**src/rtl/dpwm_pkg.sv**
```systemverilog
package dpwm_pkg;
  localparam int CH_N   = 2;
  localparam int CNT_W  = 16;
  localparam int DIV_W  = 7;
  localparam int SRC_N  = 4;
  localparam int SEL_W  = $clog2(SRC_N);
  localparam int WORD_W = 32;
  localparam int IDX_W  = 2;
  localparam logic [IDX_W-1:0] CTRL_IDX = IDX_W'(CH_N);

  // control word field positions for channel ch
  function automatic int sel_lsb(input int ch);
    return 4 + SEL_W * ch;
  endfunction
  function automatic int div_lsb(input int ch);
    return 8 + 8 * ch;
  endfunction
  function automatic int gate_bit(input int ch);
    return 15 + 8 * ch;
  endfunction

  typedef struct packed {
    logic             en;
    logic             gate;
    logic [SEL_W-1:0] sel;
    logic [DIV_W-1:0] div;
  } chan_cfg_t;
endpackage

```
**src/rtl/dpwm_regs.sv**
```systemverilog
module dpwm_regs
  import dpwm_pkg::*;
(
  input  logic                         clk,
  input  logic                         rst_n,
  input  logic                         bus_wr,
  input  logic                         bus_rd,
  input  logic [IDX_W-1:0]             bus_word,
  input  logic [WORD_W-1:0]            bus_wdata,
  output logic [WORD_W-1:0]            bus_rdata,
  output chan_cfg_t [CH_N-1:0]         cfg,
  output logic [CH_N-1:0][CNT_W-1:0]   hi_cnt,
  output logic [CH_N-1:0][CNT_W-1:0]   lo_cnt
);
  logic [CH_N-1:0][WORD_W-1:0] cnt_q;
  logic [WORD_W-1:0]           ctrl_q;

  always_ff @(posedge clk or negedge rst_n) begin
    if (!rst_n) begin
      cnt_q  <= '0;
      ctrl_q <= '0;
    end else if (bus_wr) begin
      if (bus_word == CTRL_IDX) ctrl_q <= bus_wdata;
      for (int c = 0; c < CH_N; c++) begin
        if (bus_word == IDX_W'(c)) cnt_q[c] <= bus_wdata;
      end
    end
  end

  always_comb begin
    bus_rdata = '0;
    if (bus_rd) begin
      if (bus_word == CTRL_IDX) bus_rdata = ctrl_q;
      for (int c = 0; c < CH_N; c++) begin
        if (bus_word == IDX_W'(c)) bus_rdata = cnt_q[c];
      end
    end
  end

  always_comb begin
    for (int c = 0; c < CH_N; c++) begin
      cfg[c].en   = ctrl_q[c];
      cfg[c].gate = ctrl_q[gate_bit(c)];
      cfg[c].sel  = ctrl_q[sel_lsb(c) +: SEL_W];
      cfg[c].div  = ctrl_q[div_lsb(c) +: DIV_W];
      hi_cnt[c]   = cnt_q[c][WORD_W-1 -: CNT_W];
      lo_cnt[c]   = cnt_q[c][CNT_W-1:0];
    end
  end
endmodule

```
**src/rtl/dpwm_prescale.sv**
```systemverilog
module dpwm_prescale
  import dpwm_pkg::*;
(
  input  logic             clk,
  input  logic             rst_n,
  input  logic             run,
  input  logic [SRC_N-1:0] src,
  input  logic [SEL_W-1:0] sel,
  input  logic [DIV_W-1:0] div,
  output logic             tick
);
  logic [DIV_W-1:0] pcnt;
  logic             src_hit;
  logic             wrap;

  assign src_hit = src[sel];
  // >= so a divider lowered below the running count wraps at once
  assign wrap    = (pcnt >= div);
  assign tick    = run & src_hit & wrap;

  always_ff @(posedge clk or negedge rst_n) begin
    if (!rst_n)        pcnt <= '0;
    else if (!run)     pcnt <= '0;
    else if (src_hit)  pcnt <= wrap ? '0 : pcnt + 1'b1;
  end
endmodule

```
**src/rtl/dpwm_wave.sv**
```systemverilog
module dpwm_wave
  import dpwm_pkg::*;
(
  input  logic             clk,
  input  logic             rst_n,
  input  logic             en,
  input  logic             tick,
  input  logic [CNT_W-1:0] hi_in,
  input  logic [CNT_W-1:0] lo_in,
  output logic             level
);
  logic             started;
  logic             phase_hi;
  logic [CNT_W-1:0] hi_q, lo_q, cnt;
  logic [CNT_W:0]   nxt;
  logic             hi_done, lo_done;

  assign nxt     = {1'b0, cnt} + 1'b1;
  assign hi_done = (nxt >= {1'b0, hi_q});
  assign lo_done = (nxt >= {1'b0, lo_q});   // lo of 0 still costs one tick

  always_ff @(posedge clk or negedge rst_n) begin
    if (!rst_n) begin
      started  <= 1'b0;
      phase_hi <= 1'b0;
      hi_q     <= '0;
      lo_q     <= '0;
      cnt      <= '0;
    end else if (!en) begin
      started  <= 1'b0;
      phase_hi <= 1'b0;
      cnt      <= '0;
    end else if (!started) begin
      started  <= 1'b1;
      hi_q     <= hi_in;
      lo_q     <= lo_in;
      cnt      <= '0;
      phase_hi <= (hi_in != '0);
    end else if (tick) begin
      if (phase_hi) begin
        if (hi_done) begin
          phase_hi <= 1'b0;
          cnt      <= '0;
        end else begin
          cnt <= nxt[CNT_W-1:0];
        end
      end else begin
        if (lo_done) begin
          phase_hi <= (hi_q != '0);
          cnt      <= '0;
        end else begin
          cnt <= nxt[CNT_W-1:0];
        end
      end
    end
  end

  // enable gates the output directly: disable takes effect at once
  assign level = en & started & phase_hi;
endmodule

```
**src/rtl/dual_pwm_gen.sv**
```systemverilog
module dual_pwm_gen
  import dpwm_pkg::*;
(
  input  logic              clk,
  input  logic              rst_n,
  input  logic              bus_wr,
  input  logic              bus_rd,
  input  logic [1:0]        bus_word,
  input  logic [31:0]       bus_wdata,
  output logic [31:0]       bus_rdata,
  input  logic [3:0]        src_tick,
  output logic [1:0]        pwm_out
);
  chan_cfg_t [CH_N-1:0]       cfg;
  logic [CH_N-1:0][CNT_W-1:0] hi_cnt;
  logic [CH_N-1:0][CNT_W-1:0] lo_cnt;
  logic [CH_N-1:0]            ch_tick;

  dpwm_regs u_regs (
    .clk(clk), .rst_n(rst_n), .bus_wr(bus_wr), .bus_rd(bus_rd),
    .bus_word(bus_word), .bus_wdata(bus_wdata), .bus_rdata(bus_rdata),
    .cfg(cfg), .hi_cnt(hi_cnt), .lo_cnt(lo_cnt)
  );

  for (genvar g = 0; g < CH_N; g++) begin : g_ch
    dpwm_prescale u_pre (
      .clk(clk), .rst_n(rst_n),
      .run(cfg[g].en & cfg[g].gate),
      .src(src_tick), .sel(cfg[g].sel), .div(cfg[g].div),
      .tick(ch_tick[g])
    );
    dpwm_wave u_wave (
      .clk(clk), .rst_n(rst_n), .en(cfg[g].en), .tick(ch_tick[g]),
      .hi_in(hi_cnt[g]), .lo_in(lo_cnt[g]), .level(pwm_out[g])
    );
  end
endmodule

```
**config.mk**
```make
export PLATFORM = sky130hd
export DESIGN_NAME = dual_pwm_gen
export DESIGN_NICKNAME = d
export VERILOG_FILES = /design/src/rtl/dpwm_pkg.sv /design/src/rtl/dpwm_regs.sv /design/src/rtl/dpwm_prescale.sv /design/src/rtl/dpwm_wave.sv /design/src/rtl/dual_pwm_gen.sv
export SDC_FILE = /design/constraint.sdc
export NUM_CORES = 1
export LEC_CHECK = 0
export CORE_MARGIN = 5
export CORE_UTILIZATION = 50
export CTS_CLUSTER_DIAMETER = 50
export DETAILED_ROUTE_END_ITERATION = 7
export PLACE_DENSITY_LB_ADDON = 0.3
export RECOVER_POWER = 50
export SETUP_SLACK_MARGIN = 0.2
export SLEW_MARGIN = 15
export SYNTH_ARGS = -nofsm -noshare
export SYNTH_HDL_FRONTEND = slang
export SYNTH_SLANG_ARGS = --single-unit
export TNS_END_PERCENT = 1
```
**constraint.sdc**
```tcl
create_clock -name clk -period 4.3 [get_ports clk]
set_clock_uncertainty 0.05 [all_clocks]
set_input_delay 0.86 -clock clk [delete_from_list [all_inputs] [get_ports clk]]
set_output_delay 0.86 -clock clk [all_outputs]
set_load 0.005 [all_outputs]
```
Word-level counts from Yosys, hierarchy flattened
Cells that the tools add are included.
{"block": "word_totals", "output_inout_bits": 34, "reg_bits": 210, "elab_cells": 95}
{"block": "classes", "mux": 40, "order_cmp": 8, "bitwise": 12, "n_eq_ne": 6, "addsub": 4, "n_reduce_logical": 10}
{"cell": "$mux W16", "n": 12}
{"cell": "$mux W32", "n": 4}
{"cell": "$ge A17 B16 Y1", "n": 4}
{"cell": "$reduce_bool A16 Y1", "n": 4}
{"cell": "$mux W7", "n": 6}
{"cell": "$add A16 B1 Y17 const B", "n": 2}
{"cell": "$mux W1", "n": 16}
{"cell": "$add A7 B1 Y7 const B", "n": 2}
{"cell": "$ge A7 B7 Y1", "n": 2}
{"cell": "$and A1 B1 Y1", "n": 10}
{"cell": "$reduce_and A2 Y1", "n": 5}
{"cell": "$lt A2 B3 Y1 const B", "n": 2}
{"cell": "$ne A3 B3 Y1 const B", "n": 2}
{"cell": "$bmux W1 S2", "n": 2}
{"cell": "$ne A2 B2 Y1 const B", "n": 2}
{"cell": "$eq A2 B1 Y1 const B", "n": 1}
{"cell": "$eq A2 B2 Y1 const B", "n": 1}
{"cell": "$logic_not A2 Y1", "n": 1}
{"cell": "$not A1 Y1", "n": 2}

Logic depth before layout (Yosys ltp)
Gate-level depths: netlist of run 1.
{"block": "logic_depth", "depth_word": 7, "ltp_mapped": 17, "depth_no_buf": 15}

Hierarchy
A second synthesis of run 1 with hierarchy kept.
{"block": "unflattened", "cells_unflattened": 1129, "area_unflattened_um2": 12050.3}
{"module": "dpwm_regs", "n_inst": 1, "cells_per_inst": 371, "area_per_inst_um2": 4825.9, "seq_area_each_um2": 2402.3}
{"module": "dpwm_wave at g_ch[1].u_wave", "n_inst": 1, "cells_per_inst": 317, "area_per_inst_um2": 3012.9, "seq_area_each_um2": 1251.2}
{"module": "dpwm_wave at g_ch[0].u_wave", "n_inst": 1, "cells_per_inst": 313, "area_per_inst_um2": 2977.9, "seq_area_each_um2": 1251.2}
{"module": "dpwm_prescale", "n_inst": 2, "cells_per_inst": 63, "area_per_inst_um2": 610.6, "seq_area_each_um2": 175.2}
{"module": "dual_pwm_gen", "n_inst": 1, "cells_per_inst": 2, "area_per_inst_um2": 12.5, "seq_area_each_um2": 0.0}

Worst setup path after synthesis of run 1
OpenSTA, ideal clock, no wires.
{"block": "synth_timing", "path_type": "reg2reg", "start": "register g_ch[0].u_wave.cnt[0]", "end": "register g_ch[0].u_wave.cnt[10]", "setup_slack_ns": 0.595, "required_time_ns": 4.124, "t_arrival_ns": 3.529, "path_stages_with_launch": 18, "setup_ns": 0.126, "path_cell_list": "dfrtp_1 -> ha_1 -> nand3_4 -> or2_1 -> clkbuf_1 -> nor2_1 -> nand3_1 -> nor2_1 -> xor2_1 -> ha_1 -> nand2_1 -> nor4_1 -> o31a_1 -> o41ai_2 -> a32oi_4 -> nor3_4 -> buf_6 -> a221o_1"}
{"block": "synth_via", "elab_chain_cells": 7}
{"item": "start: declaration", "line": "dpwm_wave.sv:14", "rtl": "logic [CNT_W-1:0] hi_q, lo_q, cnt;"}
{"item": "start signal: assignment", "line": "dpwm_wave.sv:45", "rtl": "cnt <= nxt[CNT_W-1:0];"}
{"item": "start signal: assignment", "line": "dpwm_wave.sv:52", "rtl": "cnt <= nxt[CNT_W-1:0];"}
{"item": "$add A16 B1 Y17 *", "line": "dpwm_wave.sv:18", "rtl": "assign nxt = {1'b0, cnt} + 1'b1;"}
{"item": "$ge A17 B16 Y1, on equally long branches", "line": "dpwm_wave.sv:20, dpwm_wave.sv:19"}
{"item": "$mux W16, on equally long branches", "line": "dpwm_wave.sv:48, dpwm_wave.sv:41"}
{"item": "$mux W16 *", "line": "dpwm_wave.sv:40", "rtl": "if (phase_hi) begin"}
{"item": "$mux W16 *", "line": "dpwm_wave.sv:39", "rtl": "end else if (tick) begin"}
{"item": "$mux W16 *", "line": "dpwm_wave.sv:33", "rtl": "end else if (!started) begin"}
{"item": "$mux W16 *", "line": "dpwm_wave.sv:29", "rtl": "end else if (!en) begin"}
Every way passes the cells marked *; elsewhere a longest branch is shown, timed or not. The select of a mux whose other input is x is not followed.
A chain may end at the register's enable or synchronous reset.

Final worst setup path of run 1
{"block": "layout_timing", "start": "register g_ch[0].u_wave.cnt[0]", "end": "register g_ch[0].u_wave.cnt[5]"}
The elaborated chain is that of the path after synthesis.

==> results.md, run 1 <==
- Design area: 14100 um2
- Final Hold Viols: 0
- Number of synthesized register bits: 210
- Largest area contributor in the netlist: dfrtp_1
- Num CTS Buffers: 26
- Hold Path Class: reg -> reg
- FF-to-FF path depth: 15
- Final Cycle Share: 91.0%
- Post-Synth Adder-Cell Area: 8.55%
- Outcome: finished, violations left
- Area post-placement: 13100 um2
- Row Count: 56
- Overall Global Routing Usage: 22.6%
- Final ANT Viol Nets: 0
- Hold Crit Start: u_regs.ctrl_q[29]$_DFFE_PN0P_
- Slew @ Worst Pin: 3190 ps
- Final GP Congestion: 0.940
- Std-Cell Core Area: 23500 um2
- Data required time of the critical path: 4650 ps
- VDD IR max: 0.269 mV
- Synth area leaders: dfrtp_1 44%, mux2_2 9.6%, ha_1 8.6%
- Setup CP Type: reg -> reg
- Drt total wl: 30300 um
- Detailed Routing Iterations Pass 1: 7
- Starting Density: 51.0%
- Die area: 27200 um2
- Static leakage: 6.43 nW
- Placed cell count: 1556
- Hold Path Depth: 1
- Most frequent cells in the layout: 209 x dfrtp_1, 141 x nand2_1, 102 x mux2_2, 100 x o21ai_0, 86 x inv_1
- Clk pin slew, worst setup/hold paths: 60 ps
- Worst reg2reg setup slack: 390 ps
- # port buffers: 75
- Routed via count: 9292
- Seq/Total Area, Yosys: 43.8%
- Final core occ: 59.8%
- Largest net degree at the start of global routing: 96
- Non-filler cells in the finished layout: 1606
- Top-area cell type share of the netlist area: 43.8%
- # clock sinks: 210
- P per Cell Area: 478 nW/um2
- Post-synthesis mux area share: 12.6%
- Die width: 165 um
- YS warnings: 0
- Slew Viols, Final: 104
- Fill cells: 2028
- Max-cap violations: 2
- Synthesized Nets: 1325
- Grt total ovfl: 0
- Worst Hold Endpoint: u_regs.ctrl_q[29]$_DFFE_PN0P_
- Commonest non-fill, non-tap cell in the layout: dfrtp_1
- Clk Latency, worst-skew pair: 520 ps
- Final Setup Violations: 0
- Fmax achieved: 256 MHz
- Synth Cell Area: 12000 um2
- CTS max path bufs: 3
- First-pass GRT wire length: 48800 um
- CP Capture Type: register
- Violated checks: max-capacitance violations, max-slew violations
- Post-synthesis xor/xnor area fraction: 2.19%
- CTS tree: yes
- Residual DRC: 0
- Initial DRC count: 721
- Syn avg cell area: 9.99 um2
- Io pins: 76
- Clock H-tree levels: 1
- Post-synthesis compound-gate area fraction: 12.6%
- EDFF count, synth: 0
- Vias in the first global route: 9192
- Ys async rst share: 100%
- Per-cell routed wire length: 18.9 um
- Ant. Diodes: 0
- Vias/cell: 5.79
- Crit Path Max Fanout: 10
- CP Data Arrival Time: 4260 ps
- DPL Wire Length: 22000 um
- Chip Height: 165 um
- Critical Path Source Type: register
- RSZ-0062 raised after global routing: yes
- Slew margin rel.: -112%
- CTS root buf: clkbuf_16
- Largest family of logic cells by synthesized area: simple AND/OR/NAND/NOR gates
- Share of layout cells above drive strength 1: 15.7%
- Mapped Cells: 1201
- Post-Synth Simple-Gate Area: 15.4%
- Reg2reg start: g_ch[0].u_wave.cnt[0]$_DFFE_PN0P_
- R2r endpoint: g_ch[0].u_wave.cnt[5]$_DFFE_PN0P_
- Synth-to-layout area growth: 17.3%
- Final nets: 1391
- Initial antenna violation count: 0
- Total Neg Setup Slack: 0 ps
- Synth cell types: 78
- Tmin final: 3910 ps
- Main synth FF type: dfrtp_1
## cells in the mapped netlist (8+ instances only)
cell type and instances:
a21o_1 14, a21oi_1 23, a221o_1 11, and2_1 35, buf_2 9, clkbuf_1 42
dfrtp_1 210, ha_1 82, inv_1 86, mux2_2 102, mux2i_1 32, nand2_1 141
nand3_1 42, nand4_1 13, nor2_1 52, nor2b_1 9, nor3_1 10, nor4_1 20
o21ai_0 100, o21ai_1 11, o2bb2ai_1 8, xnor2_1 22, xor2_1 8
## worst max-delay path by stage
stage,cells past startpoint,start,slack (ps),end
finish,15,g_ch[0].u_wave.cnt[0]$_DFFE_PN0P_,390,g_ch[0].u_wave.cnt[5]$_DFFE_PN0P_
global route,2,rst_n,100,g_ch[0].u_wave.cnt[0]$_DFFE_PN0P_
CTS,16,g_ch[0].u_wave.cnt[0]$_DFFE_PN0P_,280,g_ch[0].u_wave.cnt[2]$_DFFE_PN0P_
detailed placement,14,g_ch[0].u_wave.cnt[2]$_DFFE_PN0P_,210,g_ch[0].u_wave.cnt[7]$_DFFE_PN0P_
global placement,16,g_ch[0].u_wave.cnt[0]$_DFFE_PN0P_,410,g_ch[0].u_wave.cnt[6]$_DFFE_PN0P_
floorplan,17,g_ch[0].u_wave.cnt[0]$_DFFE_PN0P_,600,g_ch[0].u_wave.cnt[10]$_DFFE_PN0P_
## metrics by stage
step	hold WS, ps	total power, mW	worst slack, ps
after global placement	438	4.30	414
after detailed placement	446	4.37	205
after CTS	300	6.76	284
after global routing	473	7.12	98.4
after floorplan	302	3.77	595
final	458	6.72	389
## power by group
part,switching (mW),internal (mW),total [mW]
clock network,0.868,1.47,2.34
registers,0.335,2.44,2.77
logic,0.911,0.696,1.61
## critical path, stage by stage (launching register included)
cell and delay, ps:
dfrtp_2 420, ha_2 260, nand3_4 110, or2_1 320, nor2_1 130, nand3_1 170
nor2_1 170, xor2_1 280, ha_1 210, and4_1 230, nand4_1 120, o31a_2 400
a32oi_4 290, nor3_4 80, buf_4 180, a221o_1 340
## area by class of cell
class	instances	area, um2	area share, %
Tap cell	319	399	2.84
Clock buffer	33	748	5.32
Timing Repair Buffer	97	942	6.69
Clock inverter	15	194	1.38
Sequential cell	210	5260	37.3
Multi-Input combinational cell	845	6210	44.1
Inverter	87	327	2.32
## what timing repair did
item	CTS	global route
endpoints found under the setup margin	7	15
hold endpoints to repair	0	0
setup buffers	0	2
hold buffers	0	0
cloned	0	0
pin swaps	0	1
gates resized for setup	1	6
## metal layers
metal | global-route usage (%) | part of all wire [%]
met5 | 0 | 0
met4 | 7.03 | 3.0
met3 | 2.92 | 4.6
met2 | 36.2 | 47
met1 | 32.1 | 46
## sequential cells by signal, indices dropped and copies added (netlist names)
register and count:
u_regs.lo_cnt 32, g_ch.u_wave.lo_q 32, g_ch.u_wave.phase_hi 2, g_ch.u_wave.started 2, g_ch.u_wave.cnt 32, u_regs.hi_cnt 32, u_regs.ctrl_q 32, g_ch.u_wave.hi_q 32
g_ch.u_pre.pcnt 14
## logic make-up after synthesis
| logic type | Yosys count |
|---|---|
| AO/OA/AOI/OAI | 228 |
| XOR/XNOR | 30 |
| adder cells (fa/ha/maj) | 82 |
| buffers and inverters | 146 |
| flip-flops | 210 |
| multiplexers | 136 |
| AND/OR/NAND/NOR | 369 |
(Power assumes the default switching activity.)
==> run 2: changes to the inputs <==
--- a/config.mk
+++ b/config.mk
@@ -11,6 +11,7 @@
 export DETAILED_ROUTE_END_ITERATION = 7
 export PLACE_DENSITY_LB_ADDON = 0.3
 export RECOVER_POWER = 50
+export REMOVE_ABC_BUFFERS = 1
 export SETUP_SLACK_MARGIN = 0.2
 export SLEW_MARGIN = 15
 export SYNTH_ARGS = -nofsm -noshare
==> run 2 against run 1 <==
Sequential cell count unchanged. Register-to-register slack improved by 50 ps. Clock power decreased by 2%. Power hardly changed. Routed wire length rose by 1.2%. Design area decreased by 0.15%. Worst setup slack improved by 54 ps. Sequential power about the same. Utilization fell by 0.090 points. Highest routed layer unchanged. Global-route usage increased by 0.39 points. Clock-buffer cell count rose by 2. The flow still finishes with violations (max-capacitance violations, max-slew violations).
==> results.md, run 2 (same netlist as run 1, synthesis figures left out) <==
- Outcome: finished, violations left
- Violated checks: max-capacitance violations, max-slew violations
- Slew Viols, Final: 135 (+30%)
- Std-Cell Core Area: 23500 um2 (unchanged)
- Die area: 27200 um2 (unchanged)
- Final Hold Viols: 0 (unchanged)
- P per Cell Area: 479 nW/um2 (+0.19%)
- # clock sinks: 210 (unchanged)
- Crit Path Max Fanout: 9 (-1)
- Worst path slowest cell: dfrtp_2
- Data required time of the critical path: 4660 ps (about the same)
- CTS tree: yes
- Met3 routed WL: 1640 um (+18%)
- Clk Latency, worst-skew pair: 530 ps (about the same)
- Cell internal pwr: 4.55 mW (-1.3%)
- Final nets: 1392 (+0.072%)
- CP Data Arrival Time: 4220 ps (-40 ps)
- Residual DRC: 0 (unchanged)
- Reg power frac: 41.1% (about the same)
- Final core occ: 59.7% (-0.090 points)
- CP Capture Type: register
- Vias in the first global route: 9157 (-0.38%)
- Overall Global Routing Usage: 23.0% (+0.39 points)
- Critical Path Source Type: register
- Most frequent cells in the layout: 208 x dfrtp_1, 141 x nand2_1, 102 x mux2_2, 100 x o21ai_0, 86 x inv_1
- Final Setup Violations: 0 (unchanged)
- Initial DRC count: 756 (+4.9%)
- # port buffers: 75 (unchanged)
- Final Cycle Share: 89.7% (-1.2 points)
- Tmin final: 3860 ps (-53.5 ps)
- VDD IR max: 0.359 mV (+34%)
- Commonest non-fill, non-tap cell in the layout: dfrtp_1
- Vias/cell: 5.71 (-1.3%)
- Total Neg Setup Slack: 0 ps (unchanged)
- Clock H-tree levels: 1 (unchanged)
- Ant. Diodes: 0 (unchanged)
- Logic pwr share: 24.7% (+0.8 points)
- Largest stage delay, worst path: 430 ps (about the same)
- Final Power: 6.73 mW (about the same)
- Share of layout cells above drive strength 1: 15.8% (+0.14 points)
- Io pins: 76 (unchanged)
- Cts hold-fix bufs: 0 (unchanged)
- Starting Density: 51.0% (unchanged)
- Drt total wl: 30700 um (+1.2%)
- Clk pin slew, worst setup/hold paths: 60 ps (about the same)
- Hold slack: 454 ps (-3.97 ps)
- Fill cells: 1979 (-2.4%)
- Hold Path Class: reg -> reg
- Highest Signal Layer: met4
- Final ANT Viol Nets: 0 (unchanged)
- Max-cap violations: 2 (unchanged)
- Chip Height: 165 um (unchanged)
- Initial antenna violation count: 0 (unchanged)
- Sequence of cells on the critical path: ha_2, nand3_4, or2_1, nor2_1, nand3_1, nor2_2, xor2_2, ha_1, and4_1, nand4_1, o31a_2, a32oi_4, nor3_4, buf_4, a221o_1
- Slew margin rel.: -76.8% (+36 points)
- Grt total ovfl: 0 (unchanged)
- CTS root buf: clkbuf_16
- Row Count: 56 (unchanged)
- Routed via count: 9176 (-1.2%)
- Postcts setup bufs: 0 (unchanged)
- CTS max path bufs: 3 (unchanged)
- DPL Wire Length: 21800 um (-0.77%)
- Wire length on met1: 14300 um (+2.9%)
- Setup CP Type: reg -> reg
- Detailed Routing Iterations Pass 1: 5 (-2)
- Final GP Congestion: 0.937 (-0.33%)
- Static leakage: 6.40 nW (-0.49%)
- Slew @ Worst Pin: 2650 ps (-534 ps)
- Largest net degree at the start of global routing: 104 (+8.3%)
- Clk pwr share: 34.1% (-0.8 points)
- RSZ-0062 raised after global routing: no
- Synth-to-layout area growth: 17.2%
- Num CTS Buffers: 27 (+3.8%)
- Sw Share: 32.4% (+0.93 points)
- Met2 wire len: 13900 um (-1.3%)
- Per-cell routed wire length: 19.1 um (+1.1%)
- Sw Pwr: 2.18 mW (+3.0%)
- Fmax achieved: 259 MHz (+1.4%)
- Die width: 165 um (unchanged)
- First-pass GRT wire length: 49500 um (+1.3%)
run 2: cell count changes in the layout (fill, tap and decap cells not counted), moves of 2 or more:
cell	delta
buf_4	-2
clkbuf_1	+3
clkbuf_2	+3
clkinv_2	-4
clkinv_4	+3
inv_6	+2
run 2: worst max-delay path, delay by kind of cell, from the launching register on:
kind / cells / cell delay [ps]
adder cells (fa/ha/maj): 2 / 590
flip-flops: 1 / 430
XOR/XNOR: 1 / 100
AO/OA/AOI/OAI: 3 / 1050
buffers and inverters: 1 / 180
AND/OR/NAND/NOR: 8 / 1340
run 2: cell type report:
| cell class | count | area, um2 | share of cell area (%) |
|---|---|---|---|
| Sequential cell | 210 | 5260 | 37.4 |
| Timing Repair Buffer | 97 | 930 | 6.61 |
| Multi-Input combinational cell | 845 | 6220 | 44.3 |
| Clock buffer | 35 | 746 | 5.31 |
| Clock inverter | 14 | 176 | 1.26 |
| Tap cell | 319 | 399 | 2.84 |
| Inverter | 87 | 327 | 2.32 |
run 2: final timing paths:
kind | startpoint | end | slack, ps | cells past startpoint
max | g_ch[0].u_wave.cnt[0]$_DFFE_PN0P_ | g_ch[0].u_wave.cnt[15]$_DFFE_PN0P_ | 440 | 15
min | u_regs.ctrl_q[27]$_DFFE_PN0P_ | u_regs.ctrl_q[27]$_DFFE_PN0P_ | 450 | 1
max reg2reg | g_ch[0].u_wave.cnt[0]$_DFFE_PN0P_ | g_ch[0].u_wave.cnt[15]$_DFFE_PN0P_ | 440 | 15
min reg2reg | u_regs.ctrl_q[27]$_DFFE_PN0P_ | u_regs.ctrl_q[27]$_DFFE_PN0P_ | 450 | 1
max in group asynchronous | rst_n | g_ch[0].u_wave.cnt[2]$_DFFE_PN0P_ | 1200 | 2
min in group asynchronous | rst_n | u_regs.ctrl_q[3]$_DFFE_PN0P_ | 1090 | 1
run 2: timing repair:
action,CTS,global route
endpoints found under the setup margin,1,16
gates resized for setup,1,9
pin swaps,0,0
run 2: stage by stage:
stage,cells,area (um2),setup slack (ps)
floorplan,1142,11700,424
global placement,1558,13100,393
detailed placement,1558,13100,189
CTS,1607,14000,334
global route,1607,14100,192
finish,1607,14100,443
run 2: power groups by stage:
stage	registers, mW	clock network (mW)	logic, mW
6_report	2.77	2.30	1.66
5_1_grt	2.83	2.42	1.88
4_1_cts	2.76	2.33	1.65
3_5_place_dp	2.79	0	1.62
3_3_place_gp	2.78	0	1.57
2_1_floorplan	2.67	0	1.07
run 2: layer usage:
metal | vias up | global-route usage (%)
li1 | 4386 | -
met1 | 4470 | 33.1
met2 | 273 | 36.5
met3 | 47 | 3.32
met4 | 0 | 6.01
met5 | - | 0
